## config.mk

```make
export PLATFORM = sky130hd
export DESIGN_NAME = jump_target_gen
export DESIGN_NICKNAME = d
export VERILOG_FILES = /design/src/rtl/jt_pkg.sv /design/src/rtl/jt_ctrl.sv /design/src/rtl/jt_datapath.sv /design/src/rtl/jump_target_gen.sv
export SDC_FILE = /design/constraint.sdc
export NUM_CORES = 1
export LEC_CHECK = 0
export BUFFER_PORTS_ARGS = -buffer_cell sky130_fd_sc_hd__buf_2
export CORE_MARGIN = 1.5
export CORE_UTILIZATION = 35
export DETAILED_ROUTE_END_ITERATION = 8
export HOLD_SLACK_MARGIN = 0.05
export PLACE_DENSITY_LB_ADDON = 0.2
export SLEW_MARGIN = 20
export SYNTH_ARGS = -nofsm -noshare
export SYNTH_HDL_FRONTEND = slang
export SYNTH_SLANG_ARGS = --single-unit
```

## constraint.sdc

```tcl
create_clock -name clk -period 4.7 [get_ports clk]
set_input_delay 0.94 -clock clk [delete_from_list [all_inputs] [get_ports clk]]
set_output_delay 0.94 -clock clk [all_outputs]
set_load 0.01 [all_outputs]
```

## src/rtl/jt_pkg.sv

```systemverilog
package jt_pkg;

  typedef enum logic [2:0] {
    JK_SEQ  = 3'd0,
    JK_REL  = 3'd1,
    JK_ABS  = 3'd2,
    JK_LONG = 3'd3,
    JK_IDX  = 3'd4
  } jumpKind_e;

  // Strobes from control to datapath; all selects low means sequential.
  typedef struct packed {
    logic load;
    logic selRel;
    logic selAbs;
    logic selLong;
    logic selIdx;
  } jtStrobe_t;

endpackage

```

## src/rtl/jt_ctrl.sv

```systemverilog
module jt_ctrl
  import jt_pkg::*;
(
  input  logic       clk,
  input  logic       rst,
  input  logic       inValid,
  input  logic [2:0] kind,
  input  logic       take,
  output jtStrobe_t  strobe
);

  always_comb begin
    strobe      = '0;
    strobe.load = inValid;
    unique case (kind)
      JK_REL:  strobe.selRel  = take;
      JK_ABS:  strobe.selAbs  = 1'b1;
      JK_LONG: strobe.selLong = 1'b1;
      JK_IDX:  strobe.selIdx  = 1'b1;
      default: ;
    endcase
  end

  // an untaken relative branch falls through to sequential
  a_r5_untaken_is_seq: assert property (@(posedge clk) disable iff (rst)
    (kind == JK_REL && !take) |-> !(strobe.selRel | strobe.selAbs | strobe.selLong | strobe.selIdx));

  // unused kind codes select nothing (sequential)
  a_r10_unused_kind_seq: assert property (@(posedge clk) disable iff (rst)
    (kind > JK_IDX) |-> (strobe[3:0] == 4'b0000));

  // take never changes the select for a non-relative kind
  a_r9_take_no_effect: assert property (@(posedge clk) disable iff (rst)
    (kind != JK_REL) |-> !strobe.selRel);

endmodule

```

## src/rtl/jt_datapath.sv

```systemverilog
module jt_datapath
  import jt_pkg::*;
#(
  parameter int PC_W   = 16,
  parameter int OFS_W  = 8,
  parameter int PAGE_W = 11,
  parameter int LEN_W  = 2,
  parameter int ACC_W  = 8
)(
  input  logic              clk,
  input  logic              rst,
  input  jtStrobe_t         strobe,
  input  logic [LEN_W-1:0]  instLen,
  input  logic [PC_W-1:0]   curPc,
  input  logic [OFS_W-1:0]  relOfs,
  input  logic [PAGE_W-1:0] pageAddr,
  input  logic [PC_W-1:0]   longAddr,
  input  logic [ACC_W-1:0]  accVal,
  input  logic [PC_W-1:0]   dptrVal,
  output logic              outValid,
  output logic [PC_W-1:0]   nextPc
);

  localparam int HIGH_W = PC_W - PAGE_W;
  localparam int EXT_W  = PC_W - OFS_W;

  logic [LEN_W-1:0] lenEff;
  logic [PC_W-1:0]  seqPc;
  logic [PC_W-1:0]  ofsExt;
  logic [PC_W-1:0]  relPc;
  logic [PC_W-1:0]  absPc;
  logic [PC_W-1:0]  idxPc;
  logic [PC_W-1:0]  pcMux;

  assign lenEff = (instLen == '0) ? LEN_W'(1) : instLen;
  assign seqPc  = curPc + PC_W'(lenEff);
  assign ofsExt = {{EXT_W{relOfs[OFS_W-1]}}, relOfs};
  assign relPc  = seqPc + ofsExt;
  assign absPc  = {seqPc[PC_W-1:PAGE_W], pageAddr};
  assign idxPc  = dptrVal + PC_W'(accVal);

  always_comb begin
    pcMux = seqPc;
    if (strobe.selRel)  pcMux = relPc;
    if (strobe.selAbs)  pcMux = absPc;
    if (strobe.selLong) pcMux = longAddr;
    if (strobe.selIdx)  pcMux = idxPc;
  end

  always_ff @(posedge clk) begin
    if (rst) begin
      outValid <= 1'b0;
      nextPc   <= '0;
    end else begin
      outValid <= strobe.load;
      if (strobe.load) nextPc <= pcMux;
    end
  end

  // Control must never pick two target forms at once
  a_r2_single_select: assert property (@(posedge clk) disable iff (rst)
    $onehot0({strobe.selRel, strobe.selAbs, strobe.selLong, strobe.selIdx}));

  a_r2_valid_follows: assert property (@(posedge clk) disable iff (rst)
    strobe.load |=> outValid);

  a_r2_hold_when_idle: assert property (@(posedge clk) disable iff (rst)
    !strobe.load |=> ($stable(nextPc) && !outValid));

  a_r7_long_target: assert property (@(posedge clk) disable iff (rst)
    (strobe.load && strobe.selLong) |=> (nextPc == $past(longAddr)));

  a_r6_page_from_advanced: assert property (@(posedge clk) disable iff (rst)
    (strobe.load && strobe.selAbs) |=>
      (nextPc[PC_W-1:PAGE_W] == $past(seqPc[PC_W-1:PAGE_W]) &&
       nextPc[PAGE_W-1:0]    == $past(pageAddr)));

  // right after reset the output is cleared
  a_r1_reset_clear: assert property (@(posedge clk)
    $fell(rst) |-> (!outValid && nextPc == '0));

  // Length is never added as zero
  a_r3_len_nonzero: assert property (@(posedge clk) disable iff (rst)
    lenEff != '0);

endmodule

```

## src/rtl/jump_target_gen.sv

```systemverilog
module jump_target_gen
  import jt_pkg::*;
#(
  parameter int PC_W   = 16,
  parameter int OFS_W  = 8,
  parameter int PAGE_W = 11,
  parameter int LEN_W  = 2,
  parameter int ACC_W  = 8
)(
  input  logic              clk,
  input  logic              rst,
  input  logic              inValid,
  input  logic [2:0]        kind,
  input  logic [LEN_W-1:0]  instLen,
  input  logic [PC_W-1:0]   curPc,
  input  logic [OFS_W-1:0]  relOfs,
  input  logic [PAGE_W-1:0] pageAddr,
  input  logic [PC_W-1:0]   longAddr,
  input  logic [ACC_W-1:0]  accVal,
  input  logic [PC_W-1:0]   dptrVal,
  input  logic              take,
  output logic              outValid,
  output logic [PC_W-1:0]   nextPc
);

  jtStrobe_t strobe;

  jt_ctrl u_ctrl (
    .clk     (clk),
    .rst     (rst),
    .inValid (inValid),
    .kind    (kind),
    .take    (take),
    .strobe  (strobe)
  );

  jt_datapath #(
    .PC_W   (PC_W),
    .OFS_W  (OFS_W),
    .PAGE_W (PAGE_W),
    .LEN_W  (LEN_W),
    .ACC_W  (ACC_W)
  ) u_dp (
    .clk      (clk),
    .rst      (rst),
    .strobe   (strobe),
    .instLen  (instLen),
    .curPc    (curPc),
    .relOfs   (relOfs),
    .pageAddr (pageAddr),
    .longAddr (longAddr),
    .accVal   (accVal),
    .dptrVal  (dptrVal),
    .outValid (outValid),
    .nextPc   (nextPc)
  );

endmodule

```

==> results of run 1 <==
==> sequential cells by signal, indices dropped and copies added, names as in the netlist <==
register       count
u_dp.nextPc       16
u_dp.outValid      1
==> per-stage QoR <==
| stage | power (mW) | worst slack (ns) |
|---|---|---|
| finish | 0.615 | 0.789 |
| global route | 0.669 | 0.528 |
| CTS | 0.615 | 0.784 |
| detailed placement | 0.501 | 0.530 |
| global placement | 0.497 | 0.552 |
| floorplan | 0.389 | 0.785 |
==> critical path: stages <==
cell,delay [ns]
buf_2,0.12
nand2b_1,0.07
ha_1,0.17
fa_1,0.25
inv_1,0.06
or2_2,0.35
nor4_1,0.37
xor2_1,0.15
ha_1,0.35
nand4_1,0.15
or4_1,0.55
a31o_2,0.25
o21a_1,0.17
o221ai_1,0.14
==> path summary, 6_finish.rpt <==
path,start,to,cells after the start
setup / recovery,instLen[1],u_dp.nextPc[15],14
hold / removal,u_dp.nextPc[13],u_dp.nextPc[13],1
hold reg to reg,u_dp.nextPc[13],u_dp.nextPc[13],1
setup reg to reg,u_dp.nextPc[14],u_dp.nextPc[14],3
==> layout by cell type, fill, tap and decap left out, drive strengths merged, types with 3 or more instances in the layout <==
cell type and count:
nor2 32, a22oi 3, o21bai 3, xnor2 17, o31a 3, o22ai 3, a31oi 6, o221ai 5
ha 28, nor2b 5, a21oi 31, a211oi 14, nand2 38, a21o 4, nor3 9, o211ai 7
o21a 5, xor2 16, buf 101, nand2b 6, mux2i 3, nand3 13, nor4 3, clkbuf 4
and3 4, dfxtp 17, nand4 7, fa 3, inv 12, o21ai 38
==> cell type report <==
class | count | area share
Sequential cell | 17 | 0.101
Tap cell | 102 | 0.0379
Clock buffer | 4 | 0.0134
Timing Repair Buffer | 101 | 0.151
Multi-Input combinational cell | 336 | 0.682
Inverter | 13 | 0.0145
==> metal layers <==
| layer | global-route usage | share of wire |
|---|---|---|
| met3 | 0.0410 | 0.059 |
| met5 | 0 | 0 |
| met1 | 0.273 | 0.45 |
| met4 | 0.0247 | 0.0078 |
| met2 | 0.368 | 0.48 |
==> kinds of logic after synthesis <==
logic type / synth area share
xor+xnor: 0.108
simple gates: 0.243
fa+ha+maj: 0.150
mux: 0.0110
compound gates: 0.326
buf+inv: 0.0383
flops: 0.124
==> power by group <==
part           switching, mW  internal (mW)  total [mW]
logic                  0.189          0.146       0.335
registers            0.00721          0.157       0.164
clock network         0.0557         0.0604       0.116
total                  0.252          0.363       0.615
==> results.txt, run 1 <==
Max Slew Vio Count: 0
Final Instance Count excl. Fillers: 573
max-slew headroom at the worst pin: 0.605
IO Pins: 101
TritonCTS Sinks: 17
DP Wirelength: 7170 um
Post-synth EDFFs: 0
Tightest Pin Transition: 0.592 ns
P_leak: 1.49 nW
H-tree depth: 1
Area Growth Syn to Fin: 22.8%
setup TNS: 0 ns
Synth Register Bits: 17
grt ovf: 0
Worst Path Arrival: 4.09 ns
antenna diode count: 0
RSZ-0062 raised after global routing: false
Worst Setup End Kind: register
Critical Path Fanout Max: 5
RePlAce Congestion: 0.852
initial cell density of the core: 0.358
multi-input logic area: 0.00230 sq mm
Reg area: 340 sq um
largest net degree at the start of global routing: 27
post-synthesis cell area: 0.00274 sq mm
worst-case clock buffer depth: 2
leading area contributor after synthesis: ha_1
drt total wl: 8720 um
synth warn: 0
FP Rows: 32
die area: 0.00837 sq mm
Tmin final: 3.91 ns
number of gates resized after CTS: 0
NumNets Final: 587
total global-route track usage: 0.210
most frequent cell after synthesis: nand2_1
Critical Path RT: 4.88 ns
ratio of cells with drive above 1 in the final layout: 0.248
worst skew pair latency: 0.26 ns
CTS Hold Bufs: 0
Async SR Flop Fraction: 0
postcts setup bufs: 0
Layout Skew: 0 ns
Reg2Reg Setup Slack: 3.43 ns
most frequent cells after synthesis: 38 x nand2_1, 37 x o21ai_0, 32 x nor2_1, 31 x a21oi_1, 28 x ha_1
total core area: 0.00765 sq mm
Die H: 91.5 um
CTS tree: yes
Die X-Extent: 91.5 um
Clock transition at path regs: 0.07 ns
average wire per standard cell: 15.2 um
critical path type: input port to register
top cells by area, synth: ha_1 13%, dfxtp_1 12%, o21ai_0 6.8%
Netlist cell types: 59
class of the tightest hold or removal check: register to register
CP Launch Type: input port
Tcrit/Tclk final: 0.832
Cells after Synth: 380
Synth top area share: 0.128
Vias: 3,170
sequential share of the synthesized area: 0.124
final core occ: 0.440
CTS root buf: clkbuf_8
Port Buffer Count: 100
Max Cap Violations: 0
vias per cell: 5.53
drt drc: 0
Peak VDD IR: 0.0814 mV
ys flop type: dfxtp_1
Max Fclk: 0.256 GHz
pwr dens: 183 mW/mm^2
DR pass1 iterations: 4
placed cell areas: 0.00332 sq mm
# fillers: 847
Routed Antenna Nets: 0
Initial DRC Count: 96
Post-Layout Inst Area: 0.00337 sq mm
Final Hold Vio Count: 0
final setup violation count: 0
syn_nets: 495
# placed instances: 569
run status: finished, final reports clean
Num CTS Buffers: 3
vias in the first global route: 3,064
hold_ws: 0.463 ns
syn_area_per_cell: 7.21 sq um
first-pass GRT wire length: 14,400 um
initial antenna violation count: 0
Note: power is estimated with default switching activity, not from simulation.
==> run 2, diff against run 1 <==
clock period = 3.9 ns   (was 4.7 ns; I/O delays follow)
==> run 2 against run 1 <==
  * Highest routed layer unchanged
  * Hold slack better by 0.015 ns
  * First-iteration DRC count is 57% higher
  * Largest power group unchanged
  * Core utilization is 3.2 points higher
  * Cell area is 7.3% higher
  * Die area stayed put
  * Critical path type unchanged
  * Final cell count is 5.4% higher
==> results.txt, run 2 (synthesis gave the netlist of run 1 again) <==
Post-Layout Inst Area: 0.00361 sq mm (was 0.00337 sq mm)
Critical Path Fanout Max: 5 (unchanged)
crit-path cells: buf_2 -> nand2b_1 -> ha_1 -> fa_1 -> inv_1 -> or2_2 -> nor2_1 -> xor2_1 -> ha_1 -> a21oi_1 -> o21ai_0 -> buf_4 -> nor4_1 -> o21ai_0 -> a31o_2 -> o21a_1 -> o221ai_1 (was buf_2 -> nand2b_1 -> ha_1 -> fa_1 -> inv_1 -> or2_2 -> nor4_1 -> xor2_1 -> ha_1 -> nand4_1 -> or4_1 -> a31o_2 -> o21a_1 -> o221ai_1)
RSZ-0062 raised after global routing: false (unchanged)
antenna diode count: 0 (unchanged)
Initial DRC Count: 151 (was 96)
max reg flops: 16 (unchanged)
initial antenna violation count: 0 (unchanged)
TritonCTS Sinks: 17 (unchanged)
H-tree depth: 1 (unchanged)
grt ovf: 0 (unchanged)
final core occ: 0.472 (was 0.440)
first-pass GRT wire length: 14,400 um (about the same)
pwr dens: 217 mW/mm^2 (was 183 mW/mm^2)
max-slew headroom at the worst pin: 0.508 (was 0.605)
Vias: 3,330 (was 3,170)
postcts setup bufs: 0 (unchanged)
Peak VDD IR: 0.114 mV (was 0.0814 mV)
critical path type: input port to register (unchanged)
IO Pins: 101 (unchanged)
Worst Path Arrival: 3.86 ns (was 4.09 ns)
drt total wl: 8830 um (was 8720 um)
CTS tree: yes (unchanged)
Die X-Extent: 91.5 um (unchanged)
Area Growth Syn to Fin: 31.7% (was 22.8%)
Reg2Reg Setup Slack: 2.63 ns (was 3.43 ns)
Final Hold Vio Count: 0 (unchanged)
drt drc: 0 (unchanged)
CP peak stage delay: 0.36 ns (was 0.55 ns)
most frequent cells in the layout: 100 x buf_2, 38 x nand2_1, 37 x o21ai_0, 32 x nor2_1, 32 x buf_4 (was 100 x buf_2, 38 x nand2_1, 37 x o21ai_0, 32 x nor2_1, 31 x a21oi_1)
biggest regs: u_dp.nextPc: 16 flops, u_dp.outValid: 1 flops (unchanged)
worst skew pair latency: 0.25 ns (was 0.26 ns)
initial cell density of the core: 0.358 (unchanged)
most common cell after layout, fill and taps aside: buf_2 (unchanged)
P_leak: 1.64 nW (was 1.49 nW)
total global-route track usage: 0.209 (was 0.210)
Routed Antenna Nets: 0 (unchanged)
Max Slew Vio Count: 0 (unchanged)
die area: 0.00837 sq mm (unchanged)
DR pass1 iterations: 6 (was 4)
Biggest register: u_dp.nextPc (unchanged)
total power: 0.782 mW (was 0.615 mW)
# fillers: 829 (was 847)
run status: finished, final reports clean (unchanged)
DP Wirelength: 7430 um (was 7170 um)
Max Fclk: 0.271 GHz
Slowest cell on crit path: or2_2 (was or4_1)
FP Rows: 32 (unchanged)
Layout Skew: 0 ns (unchanged)
worst-case clock buffer depth: 2 (unchanged)
Tightest Pin Transition: 0.735 ns (was 0.592 ns)
number of gates resized after CTS: 0 (unchanged)
Critical Path RT: 4.07 ns (was 4.88 ns)
Port Buffer Count: 100 (unchanged)
vias in the first global route: 3,139 (was 3,064)
placed cell areas: 0.00355 sq mm (was 0.00332 sq mm)
Clock transition at path regs: 0.06 ns (was 0.07 ns)
CTS root buf: clkbuf_8 (unchanged)
Tcrit/Tclk final: 0.946
largest net degree at the start of global routing: 27 (unchanged)
final setup violation count: 0 (unchanged)
Die H: 91.5 um (unchanged)
vias per cell: 5.51 (was 5.53)
class of the tightest hold or removal check: register to register (unchanged)
Max Cap Violations: 0 (unchanged)
CP Launch Type: input port (unchanged)
CTS Hold Bufs: 0 (unchanged)
Num CTS Buffers: 3 (unchanged)
average wire per standard cell: 14.6 um (was 15.2 um)
Worst Setup End Kind: register (unchanged)
total core area: 0.00765 sq mm (unchanged)
RePlAce Congestion: 0.852 (about the same)
Tmin final: 3.69 ns
NumNets Final: 618 (was 587)
ratio of cells with drive above 1 in the final layout: 0.299 (was 0.248)
-- run 2: path summary, 6_finish.rpt --
kind | startpoint | end | cells after the start
setup / recovery | instLen[1] | u_dp.nextPc[15] | 17
hold / removal | u_dp.nextPc[13] | u_dp.nextPc[13] | 1
setup reg to reg | u_dp.nextPc[14] | u_dp.nextPc[14] | 4
hold reg to reg | u_dp.nextPc[13] | u_dp.nextPc[13] | 1
-- run 2: layout make-up --
type,instances,area [sq um],share of cell area
inverter,13,48.8,0.0135
clock buffer,4,45.0,0.0125
sequential,17,340,0.0942
timing repair buffer,132,741,0.205
multi-input combinational,336,2310,0.639
tap,102,128,0.0353
-- run 2: through the flow --
stage	worst slack (ns)	TNS (ns)	hold slack [ns]	cells
after floorplan	0.145	0	0.495	380
after global placement	-0.0216	-0.0294	0.450	600
after detailed placement	-0.0809	-0.195	0.460	600
after CTS	0.177	0	0.475	604
after global routing	0.00194	0	0.515	604
final	0.213	0	0.478	604
-- run 2: layer usage --
layer	wire (um)	GRT usage	part of all wire	vias to the layer above
met1	3940	0.274	0.45	1537
met2	4250	0.362	0.48	108
met3	513	0.0352	0.058	10
met4	120	0.0378	0.014	0
met5	0	0	0	-
li1	-	-	-	1675
-- run 2: worst max-delay path: cells and delay by family --
family	cells	cell delay [ns]
xor gates and xnor gates	1	0.21
AOI/OAI and AO/OA	6	1.08
and+or+nand+nor	4	0.71
adders and majority gates	3	0.72
buffers and inverters	3	0.36
-- run 2: report_power, final --
| group | switching [mW] | internal (mW) |
|---|---|---|
| Combinational | 0.239 | 0.214 |
| Clock | 0.0590 | 0.0725 |
| Sequential | 0.00901 | 0.189 |
| Total | 0.307 | 0.476 |
==> run 3, diff against run 2 <==
SYNTH_HIERARCHICAL = 1   (was default)
==> run 3 against run 2 <==
  * Register-to-register slack better by 0.30 ns
  * Power down 5.8%
  * Critical endpoint is now u_dp/nextPc[9]
  * Wire length down 8.2%
  * Worst setup slack better by 0.073 ns
  * Hold slack worse by 0.0061 ns
  * Combinational power down 11%
  * Clock skew unchanged
  * Final cell count down 8.4%
  * Largest power group unchanged
  * Clock-buffer cell count unchanged
  * Sequential power about the same
  * Die area down 2.3%
==> results.txt, run 3 <==
Die H: 90.4 um (was 91.5 um)
CTS root buf: clkbuf_8 (unchanged)
Tightest Pin Transition: 0.532 ns (was 0.735 ns)
Final Hold Vio Count: 0 (unchanged)
die area: 0.00818 sq mm (was 0.00837 sq mm)
worst hold start: u_dp/nextPc[0] (was u_dp.nextPc[13])
RSZ-0062 raised after global routing: false (unchanged)
CP Launch Type: input port (unchanged)
Max Fclk: 0.277 GHz (was 0.271 GHz)
sequential share of the synthesized area: 0.127 (was 0.124)
Peak VDD IR: 0.102 mV (was 0.114 mV)
Synth Area in Compound Gates: 0.324 (was 0.326)
Worst Setup End Kind: register (unchanged)
worst-case clock buffer depth: 2 (unchanged)
Async SR Flop Fraction: 0 (unchanged)
most frequent cells in the layout: 100 x buf_2, 35 x nor2_1, 28 x nand2_1, 28 x ha_1, 26 x o21ai_0 (was 100 x buf_2, 38 x nand2_1, 37 x o21ai_0, 32 x nor2_1, 32 x buf_4)
most common cell after layout, fill and taps aside: buf_2 (unchanged)
vias in the first global route: 2,763 (was 3,139)
leading area contributor after synthesis: ha_1 (unchanged)
drt drc: 0 (unchanged)
Netlist cell types: 60 (was 59)
drt total wl: 8110 um (was 8830 um)
Synth top area share: 0.131 (was 0.128)
Critical Path Fanout Max: 6 (was 5)
Clock transition at path regs: 0.07 ns (was 0.06 ns)
Layout Skew: 0 ns (unchanged)
Synth Area in Adders: 0.153 (was 0.150)
Reg2Reg Setup Slack: 2.93 ns (was 2.63 ns)
most frequent cells after synthesis: 35 x nor2_1, 28 x ha_1, 28 x nand2_1, 27 x o21ai_0, 22 x a21oi_1 (was 38 x nand2_1, 37 x o21ai_0, 32 x nor2_1, 31 x a21oi_1, 28 x ha_1)
total power: 0.737 mW (was 0.782 mW)
CTS Hold Bufs: 0 (unchanged)
Critical Path RT: 4.02 ns (was 4.07 ns)
worst r2r src: u_dp/nextPc[10] (was u_dp.nextPc[14])
RePlAce Congestion: 0.827 (was 0.852)
biggest regs: u_dp/nextPc: 16 flops, u_dp/outValid: 1 flops (was u_dp.nextPc: 16 flops, u_dp.outValid: 1 flops)
final setup violation count: 0 (unchanged)
ys flop type: dfxtp_1 (unchanged)
Num CTS Buffers: 3 (unchanged)
ratio of cells with drive above 1 in the final layout: 0.262 (was 0.299)
Max Slew Vio Count: 0 (unchanged)
Vias: 3,047 (was 3,330)
Cells after Synth: 362 (was 380)
DR pass1 iterations: 4 (was 6)
DP Wirelength: 6810 um (was 7430 um)
mux cell area share after synthesis: 0.0112 (was 0.0110)
most frequent cell after synthesis: nor2_1 (was nand2_1)
Tcrit/Tclk final: 0.927 (was 0.946)
TritonCTS Sinks: 17 (unchanged)
max reg flops: 16 (unchanged)
pwr dens: 222 mW/mm^2 (was 217 mW/mm^2)
IO Pins: 101 (unchanged)
class of the tightest hold or removal check: register to register (unchanged)
first-pass GRT wire length: 13,100 um (was 14,400 um)
# fillers: 795 (was 829)
syn_nets: 477 (was 495)
setup TNS: 0 ns (unchanged)
Initial DRC Count: 120 (was 151)
Worst Hold End: u_dp/nextPc[0] (was u_dp.nextPc[13])
Routed Antenna Nets: 0 (unchanged)
total global-route track usage: 0.193 (was 0.209)
Post-synth EDFFs: 0 (unchanged)
syn_area_per_cell: 7.39 sq um (was 7.21 sq um)
antenna diode count: 0 (unchanged)
synth warn: 6 (was 0)
P_leak: 1.46 nW (was 1.64 nW)
average wire per standard cell: 14.7 um (was 14.6 um)
Worst Reg-to-Reg Cells: 3 (was 4)
top cells by area, synth: ha_1 13%, dfxtp_1 13%, xnor2_1 6.9% (was ha_1 13%, dfxtp_1 12%, o21ai_0 6.8%)
Synth Register Bits: 17 (unchanged)
# placed instances: 549 (was 600)
worst skew pair latency: 0.25 ns (about the same)
end of the worst register-to-register path: u_dp/nextPc[10] (was u_dp.nextPc[14])
max-slew headroom at the worst pin: 0.643 (was 0.508)
CTS tree: yes (unchanged)
total core area: 0.00733 sq mm (was 0.00765 sq mm)
hold_ws: 0.472 ns (was 0.478 ns)
post-synthesis cell area: 0.00268 sq mm (was 0.00274 sq mm)
main combinational cell family by area after synthesis: compound AO/OA/AOI/OAI gates (unchanged)
Area Growth Syn to Fin: 23.9% (was 31.7%)
FP Rows: 31 (was 32)
Port Buffer Count: 100 (unchanged)
worst hold stages: 2 (was 1)
critical path type: input port to register (unchanged)
H-tree depth: 1 (unchanged)
Tmin final: 3.61 ns (was 3.69 ns)
vias per cell: 5.51 (about the same)
run status: finished, final reports clean (unchanged)
Max Cap Violations: 0 (unchanged)
initial cell density of the core: 0.365 (was 0.358)
NumNets Final: 570 (was 618)
grt ovf: 0 (unchanged)
XOR/XNOR Fraction of Synth Area: 0.121 (was 0.108)
Final Instance Count excl. Fillers: 553 (was 604)
Worst Path Arrival: 3.74 ns (was 3.86 ns)
largest net degree at the start of global routing: 26 (was 27)
Post-Synth Simple-Gate Area: 0.221 (was 0.243)
initial antenna violation count: 0 (unchanged)
Die X-Extent: 90.4 um (was 91.5 um)
Biggest register: u_dp/nextPc (was u_dp.nextPc)
-- run 3: cell families after synthesis --
family                     Yosys count
buffers and inverters               29
xor gates and xnor gates            37
muxes                                3
and+or+nand+nor                    120
DFF                                 17
AOI/OAI and AO/OA                  125
adders and majority gates           31
-- run 3: metal layers --
metal	track usage	up-vias	wire [um]
li1	-	1552	-
met3	0.0455	6	510
met1	0.266	1397	3820
met2	0.313	92	3710
met4	0.0251	0	76
met5	0	-	0
-- run 3: how the worst max path moves through the flow --
| stage | from | slack (ns) | to |
|---|---|---|---|
| 2_1_floorplan | instLen[0] | 0.38 | u_dp/nextPc[12] |
| 3_3_place_gp | instLen[0] | 0.04 | u_dp/nextPc[9] |
| 3_5_place_dp | instLen[0] | -0.03 | u_dp/nextPc[9] |
| 4_1_cts | instLen[0] | 0.23 | u_dp/nextPc[9] |
| 5_1_grt | instLen[0] | 0.01 | u_dp/nextPc[9] |
| 6_report | instLen[0] | 0.29 | u_dp/nextPc[9] |
-- run 3: what timing repair did --
item,CTS,global route
resized for setup,0,2
setup buffers,0,0
setup endpoints to repair,0,1
-- run 3: final cells by class --
type                    count  area [sq um]  area share
clock buffers               4          45.0      0.0136
inverters                  13          48.8      0.0147
multi-input cells         316          2230       0.672
flip-flops and latches     17           340       0.103
well taps                  99           124      0.0374
repair buffers            104           531       0.160
-- run 3: through the flow --
step,setup WS (ns),util,instance area (sq um)
2_1_floorplan,0.377,-,2680
3_3_place_gp,0.0422,0.445,3260
3_5_place_dp,-0.0324,0.445,3260
4_1_cts,0.233,0.451,3310
5_1_grt,0.0146,0.452,3320
6_report,0.286,0.452,3320
-- run 3: power by group --
part	internal [mW]	switching (mW)	leakage, nW
sequential	0.189	0.00933	0.141
clock	0.0726	0.0627	0.0228
combinational	0.179	0.224	1.29
-- run 3: worst max-delay path: stages --
cell and delay (ns):
buf_2 0.09, nand2b_1 0.13, ha_1 0.20, fa_1 0.49, nand2_1 0.11, xnor2_1 0.16, ha_1 0.34, a211o_1 0.32
o2111ai_2 0.27, nand2_1 0.11, xnor2_1 0.14, a2111oi_0 0.43, o21ai_0 0.15
